<file path="src/rtl/tfp_pkg.sv">
package tfp_pkg;
  typedef enum logic [2:0] {
    A_CTRL  = 3'd0,
    A_FSTAT = 3'd1,
    A_IEN   = 3'd2,
    A_ISTS  = 3'd3,
    A_TXD   = 3'd4,
    A_RXD   = 3'd5
  } addr_e;

  localparam int B_RXDMA = 8;
  localparam int B_RXRST = 15;
  localparam int B_TXDMA = 24;
  localparam int B_TXRST = 31;

  localparam int EV_RXRDY = 0;
  localparam int EV_TXREQ = 4;
  localparam int EV_RXOVF = 8;
  localparam int EV_DONE  = 12;

  typedef struct packed {
    logic done;
    logic ovf;
    logic txreq;
    logic rxrdy;
  } ev_t;

  function automatic logic [31:0] ev_to_word(ev_t e);
    logic [31:0] w;
    w = '0;
    w[EV_RXRDY] = e.rxrdy;
    w[EV_TXREQ] = e.txreq;
    w[EV_RXOVF] = e.ovf;
    w[EV_DONE]  = e.done;
    return w;
  endfunction

  function automatic ev_t word_to_ev(logic [31:0] w);
    ev_t e;
    e.rxrdy = w[EV_RXRDY];
    e.txreq = w[EV_TXREQ];
    e.ovf   = w[EV_RXOVF];
    e.done  = w[EV_DONE];
    return e;
  endfunction
endpackage

</file>
<file path="src/rtl/tfp_byte_fifo.sv">
module tfp_byte_fifo #(
  parameter int DEPTH = 64,
  localparam int AW = $clog2(DEPTH),
  localparam int CW = AW + 1
) (
  input  logic          clk,
  input  logic          rst_n,
  input  logic          clr,
  input  logic          push,
  input  logic [7:0]    pdata,
  input  logic          pop,
  output logic [7:0]    head,
  output logic [CW-1:0] cnt,
  output logic          full,
  output logic          empty
);
  logic [7:0]    mem [DEPTH];
  logic [AW-1:0] wr_ptr, rd_ptr;
  logic [CW-1:0] cnt_q;
  logic          do_push, do_pop;

  assign full    = (cnt_q == CW'(DEPTH));
  assign empty   = (cnt_q == '0);
  assign do_push = push && !full;
  assign do_pop  = pop && !empty;
  assign head    = mem[rd_ptr];
  assign cnt     = cnt_q;

  always_ff @(posedge clk or negedge rst_n) begin
    if (!rst_n) begin
      wr_ptr <= '0;
      rd_ptr <= '0;
      cnt_q  <= '0;
    end else if (clr) begin
      wr_ptr <= '0;
      rd_ptr <= '0;
      cnt_q  <= '0;
    end else begin
      if (do_push) wr_ptr <= wr_ptr + AW'(1);
      if (do_pop)  rd_ptr <= rd_ptr + AW'(1);
      case ({do_push, do_pop})
        2'b10:   cnt_q <= cnt_q + CW'(1);
        2'b01:   cnt_q <= cnt_q - CW'(1);
        default: cnt_q <= cnt_q;
      endcase
    end
  end

  always_ff @(posedge clk) begin
    if (do_push && !clr) mem[wr_ptr] <= pdata;
  end
endmodule

</file>
<file path="src/rtl/tfp_trig_events.sv">
module tfp_trig_events #(
  parameter int CW = 7,
  localparam int XW = 9
) (
  input  logic [CW-1:0] rx_cnt,
  input  logic [CW-1:0] tx_cnt,
  input  logic [7:0]    rx_trig,
  input  logic [7:0]    tx_trig,
  input  logic          rx_dma_en,
  input  logic          tx_dma_en,
  output logic          rx_lvl,
  output logic          tx_lvl,
  output logic          dma_rx_req,
  output logic          dma_tx_req
);
  logic [XW-1:0] rx_c, tx_c, rx_t, tx_t;

  assign rx_c = XW'(rx_cnt);
  assign tx_c = XW'(tx_cnt);
  assign rx_t = XW'(rx_trig);
  assign tx_t = XW'(tx_trig);

  assign rx_lvl     = (rx_c >= rx_t);
  assign tx_lvl     = (tx_c <= tx_t);
  assign dma_rx_req = rx_lvl && rx_dma_en;
  assign dma_tx_req = tx_lvl && tx_dma_en;
endmodule

</file>
<file path="src/rtl/tfp_irq_flags.sv">
module tfp_irq_flags
  import tfp_pkg::*;
(
  input  logic clk,
  input  logic rst_n,
  input  ev_t  set,
  input  ev_t  clr,
  input  ev_t  en,
  output ev_t  sts,
  output logic irq
);
  ev_t sts_q;

  always_ff @(posedge clk or negedge rst_n) begin
    if (!rst_n) sts_q <= '0;
    else        sts_q <= (sts_q & ~clr) | set;
  end

  assign sts = sts_q;
  assign irq = |(sts_q & en);
endmodule

</file>
<file path="src/rtl/trig_fifo_pair.sv">
module trig_fifo_pair
  import tfp_pkg::*;
#(
  parameter int DEPTH = 64,
  localparam int AW = $clog2(DEPTH),
  localparam int CW = AW + 1
) (
  input  logic        clk,
  input  logic        rst_n,
  input  logic        reg_wr,
  input  logic        reg_rd,
  input  logic [2:0]  reg_addr,
  input  logic [31:0] reg_wdata,
  output logic [31:0] reg_rdata,
  output logic        tx_valid,
  input  logic        tx_ready,
  output logic [7:0]  tx_data,
  input  logic        rx_in_valid,
  input  logic [7:0]  rx_in_data,
  input  logic        xfer_done,
  output logic        irq,
  output logic        dma_rx_req,
  output logic        dma_tx_req
);
  addr_e a;
  assign a = addr_e'(reg_addr);

  logic [7:0] rx_trig_q, tx_trig_q;
  logic       rx_dma_q, tx_dma_q, rx_rst_q, tx_rst_q;
  ev_t        ien_q;

  logic wr_ctrl, rx_clr, tx_clr, tx_push, rx_pop;
  assign wr_ctrl = reg_wr && (a == A_CTRL);
  assign rx_clr  = wr_ctrl && reg_wdata[B_RXRST];
  assign tx_clr  = wr_ctrl && reg_wdata[B_TXRST];
  assign tx_push = reg_wr && (a == A_TXD);
  assign rx_pop  = reg_rd && (a == A_RXD);

  always_ff @(posedge clk or negedge rst_n) begin
    if (!rst_n) begin
      rx_trig_q <= '0;
      tx_trig_q <= '0;
      rx_dma_q  <= 1'b0;
      tx_dma_q  <= 1'b0;
      rx_rst_q  <= 1'b0;
      tx_rst_q  <= 1'b0;
      ien_q     <= '0;
    end else begin
      rx_rst_q <= rx_clr;
      tx_rst_q <= tx_clr;
      if (wr_ctrl) begin
        rx_trig_q <= reg_wdata[7:0];
        tx_trig_q <= reg_wdata[23:16];
        rx_dma_q  <= reg_wdata[B_RXDMA];
        tx_dma_q  <= reg_wdata[B_TXDMA];
      end
      if (reg_wr && (a == A_IEN)) ien_q <= word_to_ev(reg_wdata);
    end
  end

  logic [7:0]    tx_head, rx_head;
  logic [CW-1:0] tx_cnt, rx_cnt;
  logic          tx_full, tx_empty, rx_full, rx_empty;

  tfp_byte_fifo #(.DEPTH(DEPTH)) u_txf (
    .clk(clk), .rst_n(rst_n), .clr(tx_clr),
    .push(tx_push), .pdata(reg_wdata[7:0]),
    .pop(tx_valid && tx_ready),
    .head(tx_head), .cnt(tx_cnt), .full(tx_full), .empty(tx_empty)
  );

  tfp_byte_fifo #(.DEPTH(DEPTH)) u_rxf (
    .clk(clk), .rst_n(rst_n), .clr(rx_clr),
    .push(rx_in_valid), .pdata(rx_in_data),
    .pop(rx_pop),
    .head(rx_head), .cnt(rx_cnt), .full(rx_full), .empty(rx_empty)
  );

  assign tx_valid = !tx_empty;
  assign tx_data  = tx_head;

  logic rx_lvl, tx_lvl;
  tfp_trig_events #(.CW(CW)) u_evt (
    .rx_cnt(rx_cnt), .tx_cnt(tx_cnt),
    .rx_trig(rx_trig_q), .tx_trig(tx_trig_q),
    .rx_dma_en(rx_dma_q), .tx_dma_en(tx_dma_q),
    .rx_lvl(rx_lvl), .tx_lvl(tx_lvl),
    .dma_rx_req(dma_rx_req), .dma_tx_req(dma_tx_req)
  );

  ev_t ev_set, ev_clr, ev_sts;
  always_comb begin
    ev_set.rxrdy = rx_lvl;
    ev_set.txreq = tx_lvl;
    ev_set.ovf   = rx_in_valid && rx_full;
    ev_set.done  = xfer_done;
  end
  assign ev_clr = (reg_wr && (a == A_ISTS)) ? word_to_ev(reg_wdata) : '0;

  tfp_irq_flags u_flags (
    .clk(clk), .rst_n(rst_n),
    .set(ev_set), .clr(ev_clr), .en(ien_q),
    .sts(ev_sts), .irq(irq)
  );

  always_comb begin
    reg_rdata = '0;
    case (a)
      A_CTRL:  reg_rdata = {tx_rst_q, 6'b0, tx_dma_q, tx_trig_q,
                            rx_rst_q, 6'b0, rx_dma_q, rx_trig_q};
      A_FSTAT: reg_rdata = {8'b0, 8'(tx_cnt), 8'b0, 8'(rx_cnt)};
      A_IEN:   reg_rdata = ev_to_word(ien_q);
      A_ISTS:  reg_rdata = ev_to_word(ev_sts);
      A_RXD:   reg_rdata = {24'b0, (rx_empty ? 8'h00 : rx_head)};
      default: reg_rdata = '0;
    endcase
  end
endmodule

</file>
<file path="config.mk">
export PLATFORM = sky130hd
export DESIGN_NAME = trig_fifo_pair
export DESIGN_NICKNAME = d
export VERILOG_FILES = /design/src/rtl/tfp_pkg.sv /design/src/rtl/tfp_byte_fifo.sv /design/src/rtl/tfp_trig_events.sv /design/src/rtl/tfp_irq_flags.sv /design/src/rtl/trig_fifo_pair.sv
export SDC_FILE = /design/constraint.sdc
export NUM_CORES = 1
export LEC_CHECK = 0
export BUFFER_PORTS_ARGS = -buffer_cell sky130_fd_sc_hd__buf_4
export CORE_MARGIN = 5
export CORE_UTILIZATION = 36
export CTS_CLUSTER_DIAMETER = 100
export DETAILED_ROUTE_END_ITERATION = 7
export GPL_ROUTABILITY_DRIVEN = 0
export SYNTH_ARGS = -nofsm -noshare
export SYNTH_HDL_FRONTEND = slang
export SYNTH_HIERARCHICAL = 1
export SYNTH_SLANG_ARGS = --single-unit
</file>
<file path="constraint.sdc">
create_clock -name clk -period 4.2 [get_ports clk]
set_input_delay 0 -clock clk [delete_from_list [all_inputs] [get_ports clk]]
set_output_delay 0 -clock clk [all_outputs]
set_load 0.05 [all_outputs]
</file>
==> metrics.txt <==
status=completed; CTS Buf Count=104; largest net degree at the start of global routing=68; dpl ws=0.453 ns; Slew HR=0.346; CTS tree=done; Clock Sinks=1090; Worst Tran Pin Value=0.978 ns; CP max FO=29; Clock Tree Root=clkbuf_16; number of buffers added on ports=71; Finished Cell Area=50500 sq um; Detailed Place HPWL=66.5 mm; vias in the first global route=23400; slowest stage delay, CP=0.74 ns; share of cells above drive strength 1=0.217; LEAKAGE=16.2 nW; post-place instance area=46800 sq um; DRC viols=0; vias=23100; die width=361 um; final setup vio count=0; Final min period=4.03 ns; Final #Nets=2586; DR pass1 iterations=5; crit start category=flop; Fin Clk Skew=0.0337 ns; Synth-to-Final Area Change=14.1%; All-Layer GR Usage=0.159; crit path DAT=4.03 ns; Top Ports=94; num rows=128; min-delay worst type=input port to flop; setup TNS=0 ns; Clock Pin Slew Worst Setup and Hold Paths=0.07 ns; wirelength, routed=105 mm; Critical Path Slowest Stage Cell=dfrtp_4; Hold Violations, Final=0; Slew Limit Fails=0; Worst Path Required=4.20 ns; ANT cells=0; critical-path cell list=buf_4 -> mux4_2 -> a211oi_1 -> o41ai_1 -> and3_1 -> a221o_1 -> a31o_2 -> buf_4; initial antenna violation count=1; worst vdd ir=0.000637 V; CORE AREA=122000 sq um; DR iter-0 viols=2197; post-synthesis cell count=2372; drt wl/cell=24.8 um; maxcap violations=0; pwr/cell area=600 nW/um^2; first-pass GRT wire length=156 mm; Avg Cell Area, Syn=18.7 sq um; final worst slack=0.174 ns; initial core utilization=0.363; die area=130000 sq um; WS Path Type=flop to output pin; clock insertion delay at the later pin of the skew report=0.67 ns; average vias per placed instance=5.48; RSZ-0062 raised after global routing=false; Tcrit/Tclk final=0.959; chip height=361 um; Max Fclk=248 MHz; H-tree depth=3; CTS Buffer Depth=3; CP Capture Type=output pin; most used cell, CP=buf_4; gr ovfl total=0; ANT nets after route=0; Ys Warns=6; post-synthesis cell area=44300 sq um
## stage by stage
stage	hold slack, ns	std cells	total power, mW	util
4_1_cts	0.00899	4215	30.6	0.414
2_1_floorplan	-0.296	2382	18.5	-
3_5_place_dp	0.171	3987	21.5	0.383
5_1_grt	0.0521	4215	31.6	0.414
6_report	0.0641	4215	30.3	0.414
3_3_place_gp	0.160	3987	21.3	0.383
## layout make-up
type / count / area (sq um)
Fill cell: 10700 / 71500
Sequential cell: 1090 / 32400
Multi-Input combinational cell: 1108 / 11100
Clock buffer: 124 / 2740
Tap cell: 1625 / 2030
Timing Repair Buffer: 175 / 1510
Clock inverter: 66 / 587
Inverter: 27 / 101
## final timing paths
| path | start | cells after the start | slack (ns) | end |
|---|---|---|---|---|
| worst min register to register | u_flags/sts[0]$_DFF_PN0_ | 1 | 0.52 | u_flags/sts[0]$_DFF_PN0_ |
| max in group asynchronous | rst_n | 2 | 3.40 | u_rxf/rd_ptr[1]$_DFFE_PN0P_ |
| min in group asynchronous | rst_n | 2 | 0.08 | u_txf/rd_ptr[4]$_DFFE_PN0P_ |
| worst min-delay path | reg_wdata[15] | 3 | 0.06 | rx_rst_q$_DFF_PN0_ |
| worst max-delay path | u_rxf/rd_ptr[1]$_DFFE_PN0P_ | 8 | 0.17 | reg_rdata[0] |
| worst max register to register | u_txf/cnt[2]$_DFFE_PN0P_ | 11 | 0.45 | u_txf/cnt[6]$_DFFE_PN0P_ |
## cell usage in the layout (no fill, tap or decap), types with 8 or more instances in the layout
master	instances
mux2i_1	179
xnor2_1	16
clkinv_2	19
and2_1	14
nor2_1	177
nand2_1	39
dfrtp_1	60
clkinvlp_4	8
o22ai_1	56
nand3_1	18
bufinv_16	8
clkbuf_16	106
o21ai_0	17
a22oi_1	43
edfxtp_1	1024
inv_1	27
dlygate4sd3_1	38
and3_1	16
conb_1	11
clkinv_1	22
nor3_1	14
mux2_2	26
o41ai_1	12
buf_12	8
or3_1	17
nand3b_1	12
mux4_2	200
clkbuf_1	16
or3b_2	8
buf_4	129
ha_1	28
a211oi_1	62
a21oi_1	28
nor2b_1	10
## what timing repair did
| action | 4_1_cts | 5_1_grt |
|---|---|---|
| hold buffers | 38 | 0 |
| setup buffers | 0 | 0 |
| endpoints found under the hold margin | 1128 | 0 |
| resized for setup | 0 | 2 |
| setup endpoints to repair | 0 | 2 |
## where the power goes
part           leakage, nW  internal, mW  total, mW  switching, mW
Sequential            10.0          12.3       12.9          0.661
Clock                 1.61          5.16       9.06           3.91
Combinational         4.55          3.46       8.34           4.87
Total                 16.2          20.9       30.3           9.44
## state kept, by name, summed over array words and instances (netlist names)
name	cells
tx_rst_q	1
u_txf/mem	512
tx_trig_q	8
u_rxf/mem	512
u_txf/wr_ptr	6
rx_rst_q	1
ien_q	4
rx_dma_q	1
tx_dma_q	1
u_rxf/wr_ptr	6
u_rxf/rd_ptr	6
u_txf/cnt	7
u_flags/sts	4
u_rxf/cnt	7
rx_trig_q	8
u_txf/rd_ptr	6
## critical path: cells and delay by family (launching register included)
kind	cells	cell delay (ns)
muxes	1	0.36
and+or+nand+nor	1	0.28
DFF	1	0.74
buffers and inverters	2	0.60
AOI/OAI and AO/OA	4	1.35
## layer usage
layer  routed length [um]  vias to the layer above  global-route usage
met2                49000                      836               0.249
li1                     -                     9867                   -
met5                   13                        -                   0
met4                 2680                        2              0.0429
met3                 7750                      167              0.0283
met1                45200                    12200               0.230
Note: power is estimated with default switching activity, not from simulation.
